### src/rtl/wdog_pkg.sv
package wdog_pkg;
  localparam int unsigned OFF_LOAD   = 32'h000;
  localparam int unsigned OFF_VALUE  = 32'h004;
  localparam int unsigned OFF_CTRL   = 32'h008;
  localparam int unsigned OFF_CLEAR  = 32'h00C;
  localparam int unsigned OFF_STATUS = 32'h014;
  localparam int unsigned OFF_LOCK   = 32'hC00;
  localparam logic [31:0] KEY_DEFAULT = 32'h1ACCE551;
  localparam int unsigned CTRL_W = 2;
  typedef struct packed {
    logic rst_en;
    logic run_en;
  } ctrl_t;
endpackage

### src/rtl/wdog_rst_sync.sv
module wdog_rst_sync #(
  parameter int unsigned STAGES = 2
) (
  input  logic clk,
  input  logic rst_n,
  output logic rst_sync_n
);
  logic [STAGES-1:0] chain_q;
  generate
    for (genvar s = 0; s < STAGES; s++) begin : g_stage
      if (s == 0) begin : g_first
        always_ff @(posedge clk or negedge rst_n) begin
          if (!rst_n) chain_q[s] <= 1'b0;
          else        chain_q[s] <= 1'b1;
        end
      end else begin : g_next
        always_ff @(posedge clk or negedge rst_n) begin
          if (!rst_n) chain_q[s] <= 1'b0;
          else        chain_q[s] <= chain_q[s-1];
        end
      end
    end
  endgenerate
  assign rst_sync_n = chain_q[STAGES-1];
endmodule

### src/rtl/wdog_regs.sv
module wdog_regs
  import wdog_pkg::*;
#(
  parameter int unsigned DATA_W = 32,
  parameter int unsigned ADDR_W = 12,
  parameter logic [DATA_W-1:0] KEY = KEY_DEFAULT
) (
  input  logic              clk,
  input  logic              rst_n,
  input  logic              psel,
  input  logic              penable,
  input  logic              pwrite,
  input  logic [ADDR_W-1:0] paddr,
  input  logic [DATA_W-1:0] pwdata,
  input  logic [DATA_W-1:0] count,
  input  logic              pend,
  output logic [DATA_W-1:0] prdata,
  output logic [DATA_W-1:0] load_q,
  output ctrl_t             ctrl_q,
  output logic              load_wr,
  output logic              clr_wr
);
  localparam int unsigned PAD_W = DATA_W - CTRL_W;

  logic              locked_q, locked_d;
  logic [DATA_W-1:0] load_d;
  ctrl_t             ctrl_d;
  logic              wr_acc, open_wr, lock_wr, ctrl_wr;

  always_comb begin
    wr_acc  = psel & penable & pwrite;
    open_wr = wr_acc & ~locked_q;
    lock_wr = wr_acc  & (paddr == ADDR_W'(OFF_LOCK));
    load_wr = open_wr & (paddr == ADDR_W'(OFF_LOAD));
    ctrl_wr = open_wr & (paddr == ADDR_W'(OFF_CTRL));
    clr_wr  = open_wr & (paddr == ADDR_W'(OFF_CLEAR));
    locked_d = lock_wr ? (pwdata != KEY) : locked_q;
    load_d   = load_wr ? pwdata : load_q;
    ctrl_d   = ctrl_wr ? ctrl_t'(pwdata[CTRL_W-1:0]) : ctrl_q;
  end

  always_ff @(posedge clk or negedge rst_n) begin
    if (!rst_n) begin
      locked_q <= 1'b1;
      load_q   <= '1;
      ctrl_q   <= '0;
    end else begin
      locked_q <= locked_d;
      load_q   <= load_d;
      ctrl_q   <= ctrl_d;
    end
  end

  always_comb begin
    prdata = '0;
    if (paddr == ADDR_W'(OFF_LOAD))        prdata = load_q;
    else if (paddr == ADDR_W'(OFF_VALUE))  prdata = count;
    else if (paddr == ADDR_W'(OFF_CTRL))   prdata = {{PAD_W{1'b0}}, ctrl_q};
    else if (paddr == ADDR_W'(OFF_STATUS)) prdata = {{(DATA_W-1){1'b0}}, pend};
    else if (paddr == ADDR_W'(OFF_LOCK))   prdata = {{(DATA_W-1){1'b0}}, locked_q};
  end

  AST_SHUT_LOAD_KEPT: assert property (@(posedge clk) disable iff (!rst_n)
    locked_q |=> $stable(load_q));
  AST_SHUT_CTRL_KEPT: assert property (@(posedge clk) disable iff (!rst_n)
    locked_q |=> $stable(ctrl_q));
  AST_KEY_OPENS: assert property (@(posedge clk) disable iff (!rst_n)
    (wr_acc && paddr == ADDR_W'(OFF_LOCK) && pwdata == KEY) |=> !locked_q);
endmodule

### src/rtl/wdog_counter.sv
module wdog_counter #(
  parameter int unsigned DATA_W = 32
) (
  input  logic              clk,
  input  logic              rst_n,
  input  logic              run_en,
  input  logic              load_wr,
  input  logic [DATA_W-1:0] load_wdata,
  input  logic              clr_wr,
  input  logic [DATA_W-1:0] load_q,
  output logic [DATA_W-1:0] count,
  output logic              expire
);
  logic [DATA_W-1:0] count_d;
  logic              at_zero, reload_req;

  always_comb begin
    at_zero    = (count == '0);
    reload_req = load_wr | clr_wr;
    expire     = run_en & at_zero & ~reload_req;
    count_d    = count;
    if (load_wr)      count_d = load_wdata;
    else if (clr_wr)  count_d = load_q;
    else if (expire)  count_d = load_q;
    else if (run_en)  count_d = count - 1'b1;
  end

  always_ff @(posedge clk or negedge rst_n) begin
    if (!rst_n) count <= '1;
    else        count <= count_d;
  end

  AST_HOLD_STOPPED: assert property (@(posedge clk) disable iff (!rst_n)
    (!run_en && !load_wr && !clr_wr) |=> $stable(count));
  AST_STEP_DOWN: assert property (@(posedge clk) disable iff (!rst_n)
    (run_en && count != '0 && !load_wr && !clr_wr) |=> count == $past(count) - 1'b1);
  AST_EXPIRE_RELOAD: assert property (@(posedge clk) disable iff (!rst_n)
    expire |=> count == $past(load_q));
endmodule

### src/rtl/wdog_status.sv
module wdog_status (
  input  logic clk,
  input  logic rst_n,
  input  logic expire,
  input  logic clr_wr,
  input  logic int_en,
  input  logic rst_en,
  output logic pend,
  output logic irq,
  output logic wdt_rst
);
  logic pend_d, rst_d;

  always_comb begin
    pend_d = pend;
    if (clr_wr)      pend_d = 1'b0;
    else if (expire) pend_d = 1'b1;
    rst_d = wdt_rst | (expire & pend & rst_en);
    irq   = pend & int_en;
  end

  always_ff @(posedge clk or negedge rst_n) begin
    if (!rst_n) begin
      pend    <= 1'b0;
      wdt_rst <= 1'b0;
    end else begin
      pend    <= pend_d;
      wdt_rst <= rst_d;
    end
  end

  AST_PEND_ON_EXPIRE: assert property (@(posedge clk) disable iff (!rst_n)
    expire |=> pend);
  AST_CLEAR_DROPS: assert property (@(posedge clk) disable iff (!rst_n)
    clr_wr |=> !pend);
  AST_RST_STICKY: assert property (@(posedge clk) disable iff (!rst_n)
    wdt_rst |=> wdt_rst);
  AST_RST_CAUSE: assert property (@(posedge clk) disable iff (!rst_n)
    $rose(wdt_rst) |-> ($past(pend) && $past(rst_en)));
endmodule

### src/rtl/wdog_twostage.sv
module wdog_twostage
  import wdog_pkg::*;
#(
  parameter int unsigned DATA_W      = 32,
  parameter int unsigned ADDR_W      = 12,
  parameter int unsigned SYNC_STAGES = 2,
  parameter logic [DATA_W-1:0] KEY   = KEY_DEFAULT
) (
  input  logic              clk,
  input  logic              rst_n,
  input  logic              psel,
  input  logic              penable,
  input  logic              pwrite,
  input  logic [ADDR_W-1:0] paddr,
  input  logic [DATA_W-1:0] pwdata,
  output logic [DATA_W-1:0] prdata,
  output logic              irq,
  output logic              wdt_rst
);
  logic              rst_sync_n;
  logic [DATA_W-1:0] count, load_q;
  ctrl_t             ctrl_q;
  logic              load_wr, clr_wr, expire, pend;

  wdog_rst_sync #(.STAGES(SYNC_STAGES)) u_sync (
    .clk(clk), .rst_n(rst_n), .rst_sync_n(rst_sync_n));

  wdog_regs #(.DATA_W(DATA_W), .ADDR_W(ADDR_W), .KEY(KEY)) u_regs (
    .clk(clk), .rst_n(rst_sync_n), .psel(psel), .penable(penable),
    .pwrite(pwrite), .paddr(paddr), .pwdata(pwdata), .count(count),
    .pend(pend), .prdata(prdata), .load_q(load_q), .ctrl_q(ctrl_q),
    .load_wr(load_wr), .clr_wr(clr_wr));

  wdog_counter #(.DATA_W(DATA_W)) u_cnt (
    .clk(clk), .rst_n(rst_sync_n), .run_en(ctrl_q.run_en),
    .load_wr(load_wr), .load_wdata(pwdata), .clr_wr(clr_wr),
    .load_q(load_q), .count(count), .expire(expire));

  wdog_status u_stat (
    .clk(clk), .rst_n(rst_sync_n), .expire(expire), .clr_wr(clr_wr),
    .int_en(ctrl_q.run_en), .rst_en(ctrl_q.rst_en), .pend(pend),
    .irq(irq), .wdt_rst(wdt_rst));
endmodule

### config.mk
export PLATFORM = sky130hd
export DESIGN_NAME = wdog_twostage
export DESIGN_NICKNAME = d
export VERILOG_FILES = /design/src/rtl/wdog_pkg.sv /design/src/rtl/wdog_rst_sync.sv /design/src/rtl/wdog_regs.sv /design/src/rtl/wdog_counter.sv /design/src/rtl/wdog_status.sv /design/src/rtl/wdog_twostage.sv
export SDC_FILE = /design/constraint.sdc
export NUM_CORES = 1
export LEC_CHECK = 0
export ABC_AREA = 1
export BUFFER_PORTS_ARGS = -buffer_cell sky130_fd_sc_hd__buf_2
export CORE_MARGIN = 3
export CORE_UTILIZATION = 35
export CTS_CLUSTER_SIZE = 30
export DETAILED_ROUTE_END_ITERATION = 10
export PLACE_DENSITY_LB_ADDON = 0.3
export SYNTH_ARGS = -nofsm -noshare
export SYNTH_HDL_FRONTEND = slang
export SYNTH_SLANG_ARGS = --single-unit
### constraint.sdc
create_clock -name clk -period 7.1 [get_ports clk]
set_clock_uncertainty 0.05 [all_clocks]
set_input_delay 2.13 -clock clk [delete_from_list [all_inputs] [get_ports clk]]
set_output_delay 2.13 -clock clk [all_outputs]
set_load 0.02 [all_outputs]
==> metrics.md, run 1 <==
| Metric | Value |
|---|---|
| Status | `finished clean` |
| Cell Area, Synth | `5090 sq um` |
| FF+latch count, synth | `71` |
| Minimum clock period after layout | `5.957 ns` |
| Die ar. | `16030 sq um` |
| HP Class | `reg -> reg` |
| Antenna cells | `0` |
| Placer congestion estimate | `0.8686` |
| Critical Path AT | `3.78 ns` |
| Critical path type | `in -> out` |
| Core Area | `14040 sq um` |
| Routed WL | `15.00 mm` |
| Final ANT Viol Nets | `0` |
| Slowest cell on crit path | `nor2_2` |
| Wire per inst | `14.25 microns` |
| GR Util All Layers | `18.78%` |
| Placed cell areas | `5630 sq um` |
| Area delta synth->final | `17.38%` |
| Die height | `126.6 microns` |
| First-pass GRT wire length | `24.22 mm` |
| Largest net degree at the start of global routing | `70` |
| Sequential area share after synthesis | `36.50%` |
| Synth Area per Inst | `6.394 sq um` |
| Hold bufs inserted after CTS | `0` |
| Max-slew violation count | `0` |
| Via density | `4.816` |
| Synth top area cells | `dfstp_2 (34%), nand2_1 (18%), inv_1 (9.6%)` |
| Metal2 WL | `6.645 mm` |
| DPL Wire Length | `10.51 mm` |
| DR pass1 iterations | `5` |
| Via count | `5066` |
| Syn nets | `846` |
| CTS Buffer Depth | `2` |
| Count of distinct cell types in the synthesized netlist | `32` |
| Starting Density | `36.25%` |
| Worst Setup End Kind | `output port` |
| I/O pins | `83` |
| Worst-skew pair later-pin latency | `0.34 ns` |
| Die width | `126.6 microns` |
| Iter 0 DRT Violations | `323` |
| Worst Path Required | `4.92 ns` |
| Vias in the first global route | `4705` |
| CTS H-tree depth | `3` |
| Residual DRC | `0` |
| Gate Count Post-Synth | `796` |
| Final worst-path cycle share | `83.90%` |
| Worst-path clk slew | `0.06 ns` |
| Cell taking the most area after synthesis | `dfstp_2` |
| Post-CTS setup buffer count | `0` |
| Initial antenna violation count | `0` |
| Row cnt | `43` |
| Worst path cell trace | `buf_2 -> inv_1 -> nand2_1 -> nor2_2 -> nand3_1 -> o21ai_0 -> nor2_1 -> o21ai_0 -> buf_2` |
| Max transition margin | `37.16%` |
| Worst-Margin Slew | `0.9426 ns` |
| Power per Cell Area | `163.9 nW/um^2` |
| Wire length on met3 | `808 microns` |
| Fin nets | `917` |
| Critical Path Fanout Max | `13` |
| Post-route setup TNS | `0 ns` |
| Clk sinks | `71` |
| Synth top area share | `33.55%` |
| Highest metal used | `met4` |
| DRT met1 WL | `7.339 mm` |
| CTS Buf Count | `9` |
| Synth warn | `0` |
| Startpoint type of the worst setup path | `input port` |
| Final Setup Violations | `0` |
| Max cap viols | `0` |
| Post_cts resized | `0` |
| CTS tree | `done` |
| CTS root buf | `clkbuf_16` |
| Critical path's largest stage delay | `0.57 ns` |
| Final Hold Viols | `0` |
| Max rail drop VDD | `0.00009104 V` |
| RSZ-0062 raised after global routing | `false` |
| Overflow after GRT | `0` |
| Port bufs | `82` |
| Max Clock Freq | `0.1679 GHz` |
| Layout cell share with drive strength beyond 1 | `22.25%` |
| Fin area | `5974 sq um` |
| Pleak | `3.562 nW` |
## cells in the mapped netlist, drive strengths merged
library cell and count:
xnor2 1, a21oi 26, xor2 15, a31o 1, clkbuf 14, nand4 8, o21ai 68, ha 1
dfrtp 6, nand3b 1, nor3 7, nand3 82, dfstp 65, buf 13, inv 135, nor4 4
nand2 248, nor2 100, conb 1
## placed cells by master, fill, tap and decap left out, types with 2 or more instances in the layout
master and count:
nor2_2 4, clkbuf_8 4, nor2_1 93, nand4_1 7, nor4_1 4, inv_1 130
o21ai_1 2, buf_2 82, nand2_2 6, bufinv_16 2, inv_2 5, a21oi_1 24
nand3_2 2, o21ai_0 66, nand3_1 79, nor2_4 2, nor3_1 7, dfrtp_1 5
clkbuf_16 9, dfstp_2 65, a21oi_2 2, xor2_1 15, buf_4 4, nand2_1 241
## metal layers
metal	track usage, %	vias to the layer above
met1	27.57	2295
met5	0	-
met4	5.552	0
met2	28.67	145
li1	-	2611
met3	2.695	15
## cell families after synthesis
group	count (synthesis)	share of synthesized area, %
other	1	0.07368
adders and majority gates	1	0.2458
AOI/OAI and AO/OA	95	9.563
buffers and inverters	162	12.93
xor gates and xnor gates	16	2.753
DFF	71	36.50
and+or+nand+nor	450	37.93
## area by class of cell
class,count,area [sq um]
inverters,135,506.7
flip-flops and latches,71,1859
clock buffers,14,284.0
well taps,180,225.2
repair buffers,87,460.4
fillers,1544,8068
multi-input cells,563,2579
clock inverters,2,60.06
## registers in the layout, indices dropped and copies added (netlist names)
register,flops
u_stat.pend,1
u_regs.load_q,32
u_sync.chain_q,1
u_sync.rst_sync_n,1
u_cnt.count,32
u_regs.locked_q,1
u_regs.ctrl_q,2
u_stat.wdt_rst,1
## final timing paths
| check | startpoint | end | slack [ns] | cells past startpoint |
|---|---|---|---|---|
| max in group asynchronous | rst_n | u_sync.rst_sync_n | 5.39 | 1 |
| max reg2reg | u_regs.locked_q | u_cnt.count[29] | 4.41 | 9 |
| min in group asynchronous | u_sync.rst_sync_n | u_regs.ctrl_q[0] | 0.44 | 1 |
| max | paddr[3] | prdata[0] | 1.14 | 9 |
| min | u_sync.chain_q[0] | u_sync.rst_sync_n | 0.30 | 0 |
| min reg2reg | u_sync.chain_q[0] | u_sync.rst_sync_n | 0.30 | 0 |
## stage by stage
stage / utilization (%) / total power [mW] / cells / hold WS [ns] / setup WS [ns]
floorplan: - / 0.4350 / 796 / 0.2812 / 1.515
global placement: 40.10 / 0.4597 / 1036 / 0.2848 / 1.144
detailed placement: 40.10 / 0.4603 / 1036 / 0.2912 / 1.112
CTS: 42.55 / 0.9900 / 1052 / 0.3044 / 1.127
global route: 42.55 / 1.013 / 1052 / 0.3059 / 0.8759
finish: 42.55 / 0.9791 / 1052 / 0.3012 / 1.143
## worst max-delay path, delay by kind of cell
kind	cells	cell delay [ns]
AOI/OAI and AO/OA	2	0.35
and+or+nand+nor	4	0.89
buffers and inverters	3	0.40
## where the power goes
group	switching [mW]	internal (mW)	leakage, nW	total, mW
Clock	0.179	0.346	0.169	0.525
Sequential	0.000418	0.408	0.748	0.408
Combinational	0.0294	0.0162	2.64	0.0456
Note: power is estimated with default switching activity, not from simulation.
==> run 2: changes to the inputs <==
==> constraint.sdc (replaced) <==
create_clock -name clk -period 5.2 [get_ports clk]
set_clock_uncertainty 0.05 [all_clocks]
set_input_delay 1.56 -clock clk [delete_from_list [all_inputs] [get_ports clk]]
set_output_delay 1.56 -clock clk [all_outputs]
set_load 0.02 [all_outputs]
==> run 2 against run 1 <==
Compared with the run above: non-clock buffer count grew 5; sequential power grew 37%; global-route usage grew 0.28 points; combinational power grew 37%; routed wire length grew 0.27%.
==> metrics.md, run 2 (synthesis gave the netlist of run 1 again) <==
| Metric | Value |
|---|---|
| Minimum clock period after layout | `4.710 ns` |
| GR Util All Layers | `19.06% (+0.28 points)` |
| Worst-path clk slew | `0.06 ns (about the same)` |
| Critical Path Fanout Max | `15 (+2)` |
| Routed WL | `15.04 mm (+0.27%)` |
| CTS H-tree depth | `3 (unchanged)` |
| Max-slew violation count | `0 (unchanged)` |
| WHS Path Cells | `0 (unchanged)` |
| Max transition margin | `39.96% (+2.8 points)` |
| Max Clock Freq | `0.2123 GHz` |
| Post-route setup TNS | `0 ns (unchanged)` |
| Via density | `4.842 (+0.55%)` |
| CTS root buf | `clkbuf_16` |
| Final Hold Viols | `0 (unchanged)` |
| Largest net degree at the start of global routing | `70 (unchanged)` |
| Clk sinks | `71 (unchanged)` |
| Die ar. | `16030 sq um (unchanged)` |
| Iter 0 DRT Violations | `341 (+5.6%)` |
| Post-CTS setup buffer count | `0 (unchanged)` |
| Slowest cell on crit path | `buf_4` |
| Hold bufs inserted after CTS | `0 (unchanged)` |
| Worst Path Required | `3.59 ns (-1.33 ns)` |
| First-pass GRT wire length | `24.35 mm (+0.54%)` |
| CTS Buffer Depth | `2 (unchanged)` |
| FF/Latch Area | `1859 sq um (unchanged)` |
| CTS tree | `done` |
| Max rail drop VDD | `0.0001288 V (+41%)` |
| Worst Path Buf+Inv | `3 (unchanged)` |
| Final worst-path cycle share | `90.58%` |
| Core Area | `14040 sq um (unchanged)` |
| Die width | `126.6 microns (unchanged)` |
| Critical path type | `in -> out` |
| Vias in the first global route | `4773 (+1.4%)` |
| Min-delay src | `u_sync.chain_q[0]` |
| DR pass1 iterations | `4 (-1)` |
| Placed cell areas | `5655 sq um (+0.44%)` |
| Placer congestion estimate | `0.8796 (+1.3%)` |
| Die height | `126.6 microns (unchanged)` |
| R2R setup slack | `2.65 ns (-1.76 ns)` |
| Delay-heaviest family, CP | `simple AND/OR/NAND/NOR gates` |
| Hold EP | `u_sync.rst_sync_n` |
| Antenna cells | `0 (unchanged)` |
| Most frequent cells in the layout | `nand2_1 (241), inv_1 (130), nor2_1 (93)` |
| Critical path's largest stage delay | `0.28 ns (-0.29 ns)` |
| Final ANT Viol Nets | `0 (unchanged)` |
| Multi-input gate area | `2579 sq um (unchanged)` |
| Layout cell share with drive strength beyond 1 | `22.37% (+0.13 points)` |
| I/O pins | `83 (unchanged)` |
| Commonest non-fill, non-tap cell in the layout | `nand2_1` |
| Status | `finished clean` |
| Fin area | `5924 sq um (-0.84%)` |
| Final Setup Violations | `0 (unchanged)` |
| RR Endpoint | `u_cnt.count[29]` |
| Worst-skew pair later-pin latency | `0.35 ns (about the same)` |
| Via count | `5113 (+0.93%)` |
| Worst path most repeated cell | `buf_2` |
| Worst Setup End Kind | `output port` |
| RSZ-0062 raised after global routing | `false` |
| Max cap viols | `0 (unchanged)` |
| DPL Wire Length | `10.93 mm (+4.0%)` |
| Starting Density | `36.25% (unchanged)` |
| Reg2Reg Depth | `11 (+2)` |
| Worst-Margin Slew | `0.9006 ns (-0.04200 ns)` |
| Initial antenna violation count | `0 (unchanged)` |
| Worst reg2reg startpoint | `u_cnt.count[0]` |
| Area delta synth->final | `16.40%` |
| Overflow after GRT | `0 (unchanged)` |
| Wire per inst | `14.24 microns (-0.11%)` |
| Critical Path AT | `3.10 ns (-0.68 ns)` |
| Startpoint type of the worst setup path | `input port` |
| Pleak | `3.549 nW (-0.38%)` |
| Worst Hold Margin | `0.3043 ns (+0.003048 ns)` |
| Worst path cell trace | `buf_2 -> nor2_1 -> nand2_2 -> nor3_1 -> nand2_1 -> buf_4 -> o21ai_0 -> buf_2` |
| Power per Cell Area | `203.0 nW/um^2 (+24%)` |
| Largest regs | `u_cnt.count x32, u_regs.load_q x32, u_regs.ctrl_q x2` |
| Fin nets | `922 (+0.55%)` |
| Residual DRC | `0 (unchanged)` |
| Fillers | `1515 (-1.9%)` |
| Post_cts resized | `0 (unchanged)` |
| CTS Buf Count | `9 (unchanged)` |
| Row cnt | `43 (unchanged)` |
| Port bufs | `82 (unchanged)` |
| HP Class | `reg -> reg` |
-- run 2: worst register-to-register path, delay by kind of cell, from the launching register on --
family	cells	cell delay [ns]
AO/OA/AOI/OAI	1	0.72
adder cells (fa/ha/maj)	1	0.23
flip-flops	1	0.55
AND/OR/NAND/NOR	7	0.85
buffers and inverters	2	0.10
-- run 2: per-stage QoR --
stage,worst slack (ns),total power [mW],std cells,util (%)
3_5_place_dp,0.5150,0.6281,1041,40.27
2_1_floorplan,0.7548,0.5939,796,-
6_report,0.4899,1.203,1056,42.19
3_3_place_gp,0.5612,0.6280,1041,40.27
5_1_grt,0.3103,1.253,1056,42.19
4_1_cts,0.5030,1.216,1056,42.19
-- run 2: routing by layer --
layer	track usage, %	part of all wire, %	up-vias
met1	26.85	49	2356
met4	4.353	0.97	0
met2	30.17	45	134
met3	4.000	5.2	12
met5	0	0	-
li1	-	-	2611
-- run 2: how the worst max path moves through the flow --
stage,from,end,depth (start not counted)
2_1_floorplan,paddr[9],prdata[10],6
3_3_place_gp,paddr[9],prdata[14],8
5_1_grt,paddr[9],prdata[21],8
6_report,paddr[9],prdata[30],8
4_1_cts,paddr[9],prdata[30],8
3_5_place_dp,paddr[9],prdata[30],8
-- run 2: power by group --
group	internal (mW)	total [mW]	switching, mW
Sequential	0.557	0.557	0.000568
Clock	0.346	0.583	0.237
Combinational	0.0220	0.0624	0.0404
Total	0.925	1.20	0.278
-- run 2: cell type report --
type	count	area share, %
Tap cell	180	3.801
Inverter	135	8.553
Clock buffer	14	4.456
Multi-Input combinational cell	563	43.53
Timing Repair Buffer	92	8.194
Sequential cell	71	31.38
Clock inverter	1	0.08448
